`config.mk`:
```
export PLATFORM = sky130hd
export DESIGN_NAME = tw_reg_loader
export DESIGN_NICKNAME = d
export VERILOG_FILES = /design/src/rtl/tw_pkg.sv /design/src/rtl/tw_sync.sv /design/src/rtl/tw_shifter.sv /design/src/rtl/tw_latch_bank.sv /design/src/rtl/tw_seq_track.sv /design/src/rtl/tw_reg_loader.sv
export SDC_FILE = /design/constraint.sdc
export NUM_CORES = 1
export LEC_CHECK = 0
export BUFFER_PORTS_ARGS = -buffer_cell sky130_fd_sc_hd__buf_2
export CORE_MARGIN = 3
export CORE_UTILIZATION = 60
export DETAILED_ROUTE_END_ITERATION = 6
export MAX_ROUTING_LAYER = met4
export PLACE_DENSITY = 0.93
export SLEW_MARGIN = 20
export SYNTH_ARGS = -nofsm -noshare
export SYNTH_HDL_FRONTEND = slang
export SYNTH_HIERARCHICAL = 1
export SYNTH_SLANG_ARGS = --single-unit
export TNS_END_PERCENT = 1
```
`constraint.sdc`:
```
create_clock -name clk -period 2.08 [get_ports clk]
set_input_delay 0.208 -clock clk [delete_from_list [all_inputs] [get_ports clk]]
set_output_delay 0.208 -clock clk [all_outputs]
set_load 0.005 [all_outputs]
```
`src/rtl/tw_pkg.sv`:
```
package tw_pkg;
  // Latch address carried in bits [1:0] of every word
  typedef enum logic [1:0] {
    DST_CTRL = 2'b00,
    DST_REF  = 2'b01,
    DST_FDIV = 2'b10,
    DST_RSVD = 2'b11
  } tw_dest_e;

  // Progress through the start-up write order
  typedef enum logic [1:0] {
    SQ_WREF,
    SQ_WCTRL,
    SQ_WFDIV,
    SQ_DONE
  } tw_seq_e;

  localparam int unsigned NUM_LATCH = 3;
endpackage

```
`src/rtl/tw_sync.sv`:
```
module tw_sync #(
  parameter int W      = 3,
  parameter int STAGES = 2
) (
  input  logic         clk,
  input  logic         rst_n,
  input  logic [W-1:0] d,
  output logic [W-1:0] q
);
  for (genvar i = 0; i < W; i++) begin : g_bit
    logic [STAGES-1:0] chain;
    always_ff @(posedge clk) begin
      if (!rst_n) chain <= '0;
      else        chain <= {chain[STAGES-2:0], d[i]};
    end
    assign q[i] = chain[STAGES-1];
  end
endmodule

```
`src/rtl/tw_shifter.sv`:
```
module tw_shifter #(
  parameter int WORD_W = 24
) (
  input  logic              clk,
  input  logic              rst_n,
  input  logic              sclk_s,
  input  logic              sdat_s,
  input  logic              sle_s,
  output logic              commit,
  output logic [WORD_W-1:0] word,
  output logic              frame_err
);
  localparam int CNT_W = $clog2(WORD_W + 2);
  localparam logic [CNT_W-1:0] FULL = CNT_W'(WORD_W);

  logic              sclk_q, sle_q;
  logic [WORD_W-1:0] sr;
  logic [CNT_W-1:0]  cnt;
  logic              sclk_rise, le_rise;

  assign sclk_rise = sclk_s & ~sclk_q;
  assign le_rise   = sle_s & ~sle_q;

  always_ff @(posedge clk) begin
    if (!rst_n) begin
      sclk_q    <= 1'b0;
      sle_q     <= 1'b0;
      sr        <= '0;
      cnt       <= '0;
      commit    <= 1'b0;
      word      <= '0;
      frame_err <= 1'b0;
    end else begin
      sclk_q    <= sclk_s;
      sle_q     <= sle_s;
      commit    <= 1'b0;
      frame_err <= 1'b0;
      if (le_rise) begin
        cnt <= '0;
        if (cnt == FULL) begin
          commit <= 1'b1;
          word   <= sr;
        end else begin
          frame_err <= 1'b1;
        end
      end else if (sclk_rise) begin
        sr <= {sr[WORD_W-2:0], sdat_s};
        // saturate one past full so long frames never wrap to a legal count
        if (cnt <= FULL) cnt <= cnt + 1'b1;
      end
    end
  end
endmodule

```
`src/rtl/tw_latch_bank.sv`:
```
module tw_latch_bank
  import tw_pkg::*;
#(
  parameter int WORD_W = 24
) (
  input  logic                             clk,
  input  logic                             rst_n,
  input  logic                             commit,
  input  logic [WORD_W-1:0]                word,
  output logic [NUM_LATCH-1:0][WORD_W-1:0] latches,
  output logic [NUM_LATCH-1:0]             upd
);
  for (genvar i = 0; i < NUM_LATCH; i++) begin : g_latch
    logic hit;
    assign hit = commit && (word[1:0] == 2'(i));
    always_ff @(posedge clk) begin
      if (!rst_n) begin
        latches[i] <= '0;
        upd[i]     <= 1'b0;
      end else begin
        upd[i] <= hit;
        if (hit) latches[i] <= word;
      end
    end
  end
endmodule

```
`src/rtl/tw_seq_track.sv`:
```
module tw_seq_track
  import tw_pkg::*;
(
  input  logic       clk,
  input  logic       rst_n,
  input  logic       commit,
  input  logic [1:0] addr,
  output logic       init_done,
  output logic       seq_err
);
  tw_seq_e  st;
  tw_dest_e want, got;

  assign got = tw_dest_e'(addr);

  always_comb begin
    unique case (st)
      SQ_WREF:  want = DST_REF;
      SQ_WCTRL: want = DST_CTRL;
      default:  want = DST_FDIV;
    endcase
  end

  always_ff @(posedge clk) begin
    if (!rst_n) begin
      st      <= SQ_WREF;
      seq_err <= 1'b0;
    end else begin
      seq_err <= 1'b0;
      if (commit && got != DST_RSVD && st != SQ_DONE) begin
        if (got == want) begin
          unique case (st)
            SQ_WREF:  st <= SQ_WCTRL;
            SQ_WCTRL: st <= SQ_WFDIV;
            default:  st <= SQ_DONE;
          endcase
        end else begin
          seq_err <= 1'b1;
          st      <= (got == DST_REF) ? SQ_WCTRL : SQ_WREF;
        end
      end
    end
  end

  assign init_done = (st == SQ_DONE);
endmodule

```
`src/rtl/tw_reg_loader.sv`:
```
module tw_reg_loader
  import tw_pkg::*;
#(
  parameter int WORD_W      = 24,
  parameter int SYNC_STAGES = 2
) (
  input  logic              clk,
  input  logic              rst_n,
  input  logic              ser_clk,
  input  logic              ser_dat,
  input  logic              ser_le,
  output logic [WORD_W-1:0] ctrl_word,
  output logic [WORD_W-1:0] ref_word,
  output logic [WORD_W-1:0] fdiv_word,
  output logic              ctrl_upd,
  output logic              ref_upd,
  output logic              fdiv_upd,
  output logic              init_done,
  output logic              seq_err,
  output logic              frame_err
);
  logic [2:0]                       raw_s;
  logic                             commit;
  logic [WORD_W-1:0]                word;
  logic [NUM_LATCH-1:0][WORD_W-1:0] latches;
  logic [NUM_LATCH-1:0]             upd;

  tw_sync #(.W(3), .STAGES(SYNC_STAGES)) u_sync (
    .clk(clk), .rst_n(rst_n),
    .d({ser_le, ser_dat, ser_clk}), .q(raw_s)
  );

  tw_shifter #(.WORD_W(WORD_W)) u_shift (
    .clk(clk), .rst_n(rst_n),
    .sclk_s(raw_s[0]), .sdat_s(raw_s[1]), .sle_s(raw_s[2]),
    .commit(commit), .word(word), .frame_err(frame_err)
  );

  tw_latch_bank #(.WORD_W(WORD_W)) u_bank (
    .clk(clk), .rst_n(rst_n), .commit(commit), .word(word),
    .latches(latches), .upd(upd)
  );

  tw_seq_track u_seq (
    .clk(clk), .rst_n(rst_n), .commit(commit), .addr(word[1:0]),
    .init_done(init_done), .seq_err(seq_err)
  );

  assign ctrl_word = latches[DST_CTRL];
  assign ref_word  = latches[DST_REF];
  assign fdiv_word = latches[DST_FDIV];
  assign ctrl_upd  = upd[DST_CTRL];
  assign ref_upd   = upd[DST_REF];
  assign fdiv_upd  = upd[DST_FDIV];
endmodule

```
=== Word level (Yosys, flattened, before mapping) ===
Index checks and enable logic that the tools add are counted.

* Magnitude comparators: 1
* Equal/unequal tests: 8
* $add $sub $neg: 1
* Bitwise gates (word level): 6
* Shift-type cells: 0
* Divide/modulo/power cells: 0
* Muxes and demuxes: 7
* Reductions and logical operators: 13
* Multipliers: 0

{| class="wikitable"
|+ Operators by type and width
! kind !! count
|-
| 2-bit AND reduction || 5
|-
| 2-bit one-hot mux with 2 select lines || 2
|-
| 5-bit by 1-bit adder with 5-bit output (second input constant) || 1
|-
| 5-bit == test (second input constant) || 1
|-
| 5-bit less-or-equal comparator (second input constant) || 1
|-
| 1-bit logical AND || 5
|-
| 2-bit by 1-bit == test with 1-bit output (second input constant) || 2
|-
| 2-bit == test (second input constant) || 2
|-
| 2-bit zero test || 2
|-
| 1-bit two-way mux || 4
|-
| 2-bit != test (second input constant) || 2
|-
| 1-bit NOT || 4
|-
| 1-bit AND || 2
|-
| 2-bit == test || 1
|-
| 2-bit two-way mux || 1
|-
| 2-bit OR reduction || 1
|}

* Memories: 0
* Memory bits (read-only): 0
* Memory bits (writable): 0
* Logic and storage cells: 54
* Output and inout port bits: 78
* Flip-flop bits (word level): 141
* Latch bits: 0

=== Longest topological paths before layout ===
* Depth after elaboration: 4
* Depth in mapped cells: 6

=== Hierarchy ===
The synthesis kept the hierarchy.

{| class="wikitable"
|+ By module, submodules not included
! module !! cells each !! sequential area each (sq um) !! times used !! area an instance (sq um)
|-
| tw_latch_bank || 261 || 1501.4 || 1 || 2726.4
|-
| tw_shifter || 260 || 1141.1 || 1 || 2386.0
|-
| tw_sync || 15 || 120.1 || 1 || 180.2
|-
| tw_seq_track || 18 || 60.1 || 1 || 166.4
|}

=== Worst setup path before layout ===
Ideal clock, no wire load.

* Path kind: register to register
* Start: reg u_shift.cnt[0]
* End: reg u_shift.word[0]
* Cell stages (with the launch flop): 7
* Buffers on the path: 1
* Setup time: 0.072 ns
* Arrival time: 1.242 ns
* Setup slack: 0.767 ns
* Cell sequence: dfxtp_1 -> inv_1 -> ha_1 -> nand4b_4 -> nor2_8 -> buf_12 -> mux2i_1

* Longest elaborated chain between the ends: 2

{| class="wikitable"
|+ RTL lines
! element !! line !! RTL
|-
| start: declaration || tw_shifter.sv:18 || <nowiki>logic [CNT_W-1:0] cnt;</nowiki>
|-
| start signal: assignment || tw_shifter.sv:49 || <nowiki>if (cnt <= FULL) cnt <= cnt + 1'b1;</nowiki>
|-
| 5-bit == test || tw_shifter.sv:40 || <nowiki>if (cnt == FULL) begin</nowiki>
|-
| 2-bit AND reduction (no line) || - ||
|-
| end signal: assignment || tw_shifter.sv:42 || <nowiki>word <= sr;</nowiki>
|-
| end: declaration || tw_shifter.sv:10 || <nowiki>output logic [WORD_W-1:0] word,</nowiki>
|}

No other way between the ends.
A chain may end at the register's enable or synchronous reset.

=== Final worst setup path ===
* Start: reg u_shift.word[1]
* End: reg u_bank/latches[35] (netlist name)

* Longest elaborated chain between the ends: 2

{| class="wikitable"
|+ RTL lines
! element !! line !! RTL
|-
| 2-bit by 1-bit == test with 1-bit output || tw_latch_bank.sv:15 || <nowiki>assign hit = commit && (word[1:0] == 2'(i));</nowiki>
|-
| 1-bit logical AND || tw_latch_bank.sv:15 ||
|-
| end signal: indexed assignment || tw_latch_bank.sv:22 || <nowiki>if (hit) latches[i] <= word;</nowiki>
|-
| end: declaration || tw_latch_bank.sv:10 || <nowiki>output logic [NUM_LATCH-1:0][WORD_W-1:0] latches,</nowiki>
|}

No other way between the ends.

==> qor.txt <==
largest net degree at the start of global routing - 52
Clk Latency, worst-skew pair - 520 ps
vias - 4431
total of max-cap violations - 0
die area - 10300 um2
RSZ-0062 raised after global routing - false
maximum VDD drop - 0.000554 V
n_diodes - 0
Hold Crit Class - input pin to flip-flop
Tmin final - 1650 ps
initial core utilization - 62.3%
layout net count - 633
CTS HTree Levels - 4
arrival time worst endpoint - 2080 ps
met1 GRT Util - 32.6%
Slew @ Worst Pin - 557 ps
dpl cell area - 5840 um2
DR iter-0 viols - 422
gr usage total - 28.0%
Max stage delay on crit path - 620 ps
number of flops mapped to enable cells by yosys - 0
clock root cell - clkbuf_8
design area - 6470 um2
post-route clock skew - 6.82 ps
Worst-path clk slew - 60 ps
vias per cell - 5.94
Synth warnings - 6
clock buffer depth - 2
Yosys cell types - 42
post-synthesis register bit count - 141
placer's final routability congestion estimate - 0.801
CTS tree - yes
FILL cells - 495
critical path startpoint category - flip-flop
DRC Markers - 0
gr busiest metal - met2
1st-pass router iterations - 7
clk sinks - 141
Slew Limit Fails - 0
remaining antenna violation count after routing - 0
post_cts resized - 0
worst setup margin - 431 ps
first-pass GRT wire length - 22.0 mm
Hold Buf Count CTS - 3
dominant cell type by area after synthesis - dfxtp_1
Core Footprint - 8760 um2
crit path cell chain - nand3b_2, buf_4, mux2i_1
Post-Syn Area - 5460 um2
IO buf count - 82
routing usage on met2 - 44.8%
Synth Flop Type - dfxtp_1
met3 GRT Util - 7.37%
CTS Buf Count - 17
final wirelength - 13.7 mm
Die Height - 101 um
fin crit share - 79.3%
row count - 34
top post-synthesis cells by area - dfxtp_1 52%, mux2i_1 17%, nand2_1 9.6%, a21boi_0 3.2%, nand3_1 2.8%
Synth top area share - 51.7%
chip width - 101 um
initial antenna violation count - 0
setup TNS - 0 ps
number of setup buffers added after CTS - 0
I/O Pins - 83
Worst setup EP type - flip-flop
Setup Viol. Count Final - 0
share of cells above drive strength 1 - 21.2%
Post-Syn Area per Cell - 9.85 um2
slowest cell on the critical path - dfxtp_1
Post-Syn Instances - 554
crit-path max FO - 24
asr flop ratio synth - 0%
total congestion overflow - 0
dpl hpwl - 7.23 mm
syn_nets - 561
fmax - 606 MHz
vias in the first global route - 4370
Setup WS pre-CTS - 470 ps
DR WL/cell - 18.3 um
CP required - 2510 ps
PwrDens - 908 nW/um2
Synth-to-Final Area Change - 18.5%
status - complete, no violations
Relative slew margins - 62.8%
Crit Path Category - flip-flop to flip-flop
Seq/Total Area, Yosys - 51.7%
Final Hold Fails - 0
LEAKAGE - 2.78 nW
kinds of logic (layout without fill, tap and decap cells):
kind of cell,count (synthesis),in the layout,share of synthesized area (%)
AO/OA/AOI/OAI,61,61,7.33
adder cells (fa/ha/maj),2,2,0.458
buffers and inverters,51,135,5.62
flip-flops,141,141,51.7
multiplexers,93,93,17.1
AND/OR/NAND/NOR,206,206,17.8
routing by layer:
layer,routed length (um),share of wire (%)
met1,5470,40
met2,6690,49
met3,1050,7.7
met4,446,3.3
met5,0,0
state kept, by name, summed over array words and instances (netlist names):
| signal | count |
|---|---|
| u_shift/frame_err | 1 |
| u_shift/sle_q | 1 |
| u_shift/commit | 1 |
| u_bank/upd | 3 |
| u_shift/sclk_q | 1 |
| u_sync/g_bit.chain | 6 |
| u_shift/word | 24 |
| u_shift/sr | 24 |
| u_shift/cnt | 5 |
| u_seq/st | 2 |
| u_bank/latches | 72 |
| u_seq/seq_err | 1 |
synth_stat cells (3+ instances only):
master / number
dfxtp_1: 141
nand2_1: 139
mux2i_1: 93
nand3_1: 30
o21ai_0: 25
a21boi_0: 23
buf_2: 16
clkbuf_1: 12
and2_1: 9
inv_1: 8
buf_6: 6
a21boi_1: 4
buf_4: 4
nand2b_1: 4
nor3b_1: 3
cells in the final DEF (no fill, tap or decap), types with 3 or more instances in the layout:
cell type,instances
nand2_1,139
inv_1,8
nor3b_1,3
buf_2,81
nand3_1,30
dlygate4sd3_1,3
inv_6,5
clkinvlp_4,4
a21boi_1,4
buf_4,10
o21ai_0,25
clkbuf_16,16
and2_1,9
a21boi_0,23
mux2i_1,93
nand2b_1,4
bufinv_16,3
dfxtp_1,141
critical path: cells and delay by family (launching register included):
family,cells,cell delay [ps]
simple gates,1,210
mux,1,310
flops,1,620
buf+inv,1,400
area by class of cell:
| cell class | count | area, um2 | share of cell area (%) |
|---|---|---|---|
| multi-input cells | 362 | 2330 | 36.1 |
| well taps | 108 | 135 | 2.09 |
| inverters | 8 | 30.0 | 0.464 |
| clock buffers | 17 | 414 | 6.40 |
| flip-flops and latches | 141 | 2820 | 43.7 |
| repair buffers | 96 | 551 | 8.51 |
| clock inverters | 14 | 181 | 2.81 |
metrics by stage:
stage	std cells	hold WS, ps	util [%]	total power [mW]
floorplan	554	330	-	2.86
global placement	712	408	66.6	2.88
detailed placement	712	415	66.6	2.89
CTS	746	173	73.8	5.88
global route	746	187	73.8	6.04
finish	746	186	73.8	5.87
path summary, 6_finish.rpt:
kind / from / endpoint / slack, ps / depth (start not counted)
setup / recovery: u_shift/word[1] / u_bank/latches[35] / 430 / 3
hold / removal: rst_n / u_seq/seq_err / 190 / 2
setup reg to reg: u_shift/word[1] / u_bank/latches[35] / 430 / 3
hold reg to reg: u_sync/g_bit[2].chain[0] / u_sync/g_bit[2].chain[1] / 430 / 1
report_power, final:
part	switching [mW]	internal [mW]
clock	1.20	1.84
sequential	0.00376	2.71
combinational	0.0848	0.0368
total	1.29	4.59
Power figures use the tool's default switching activity.
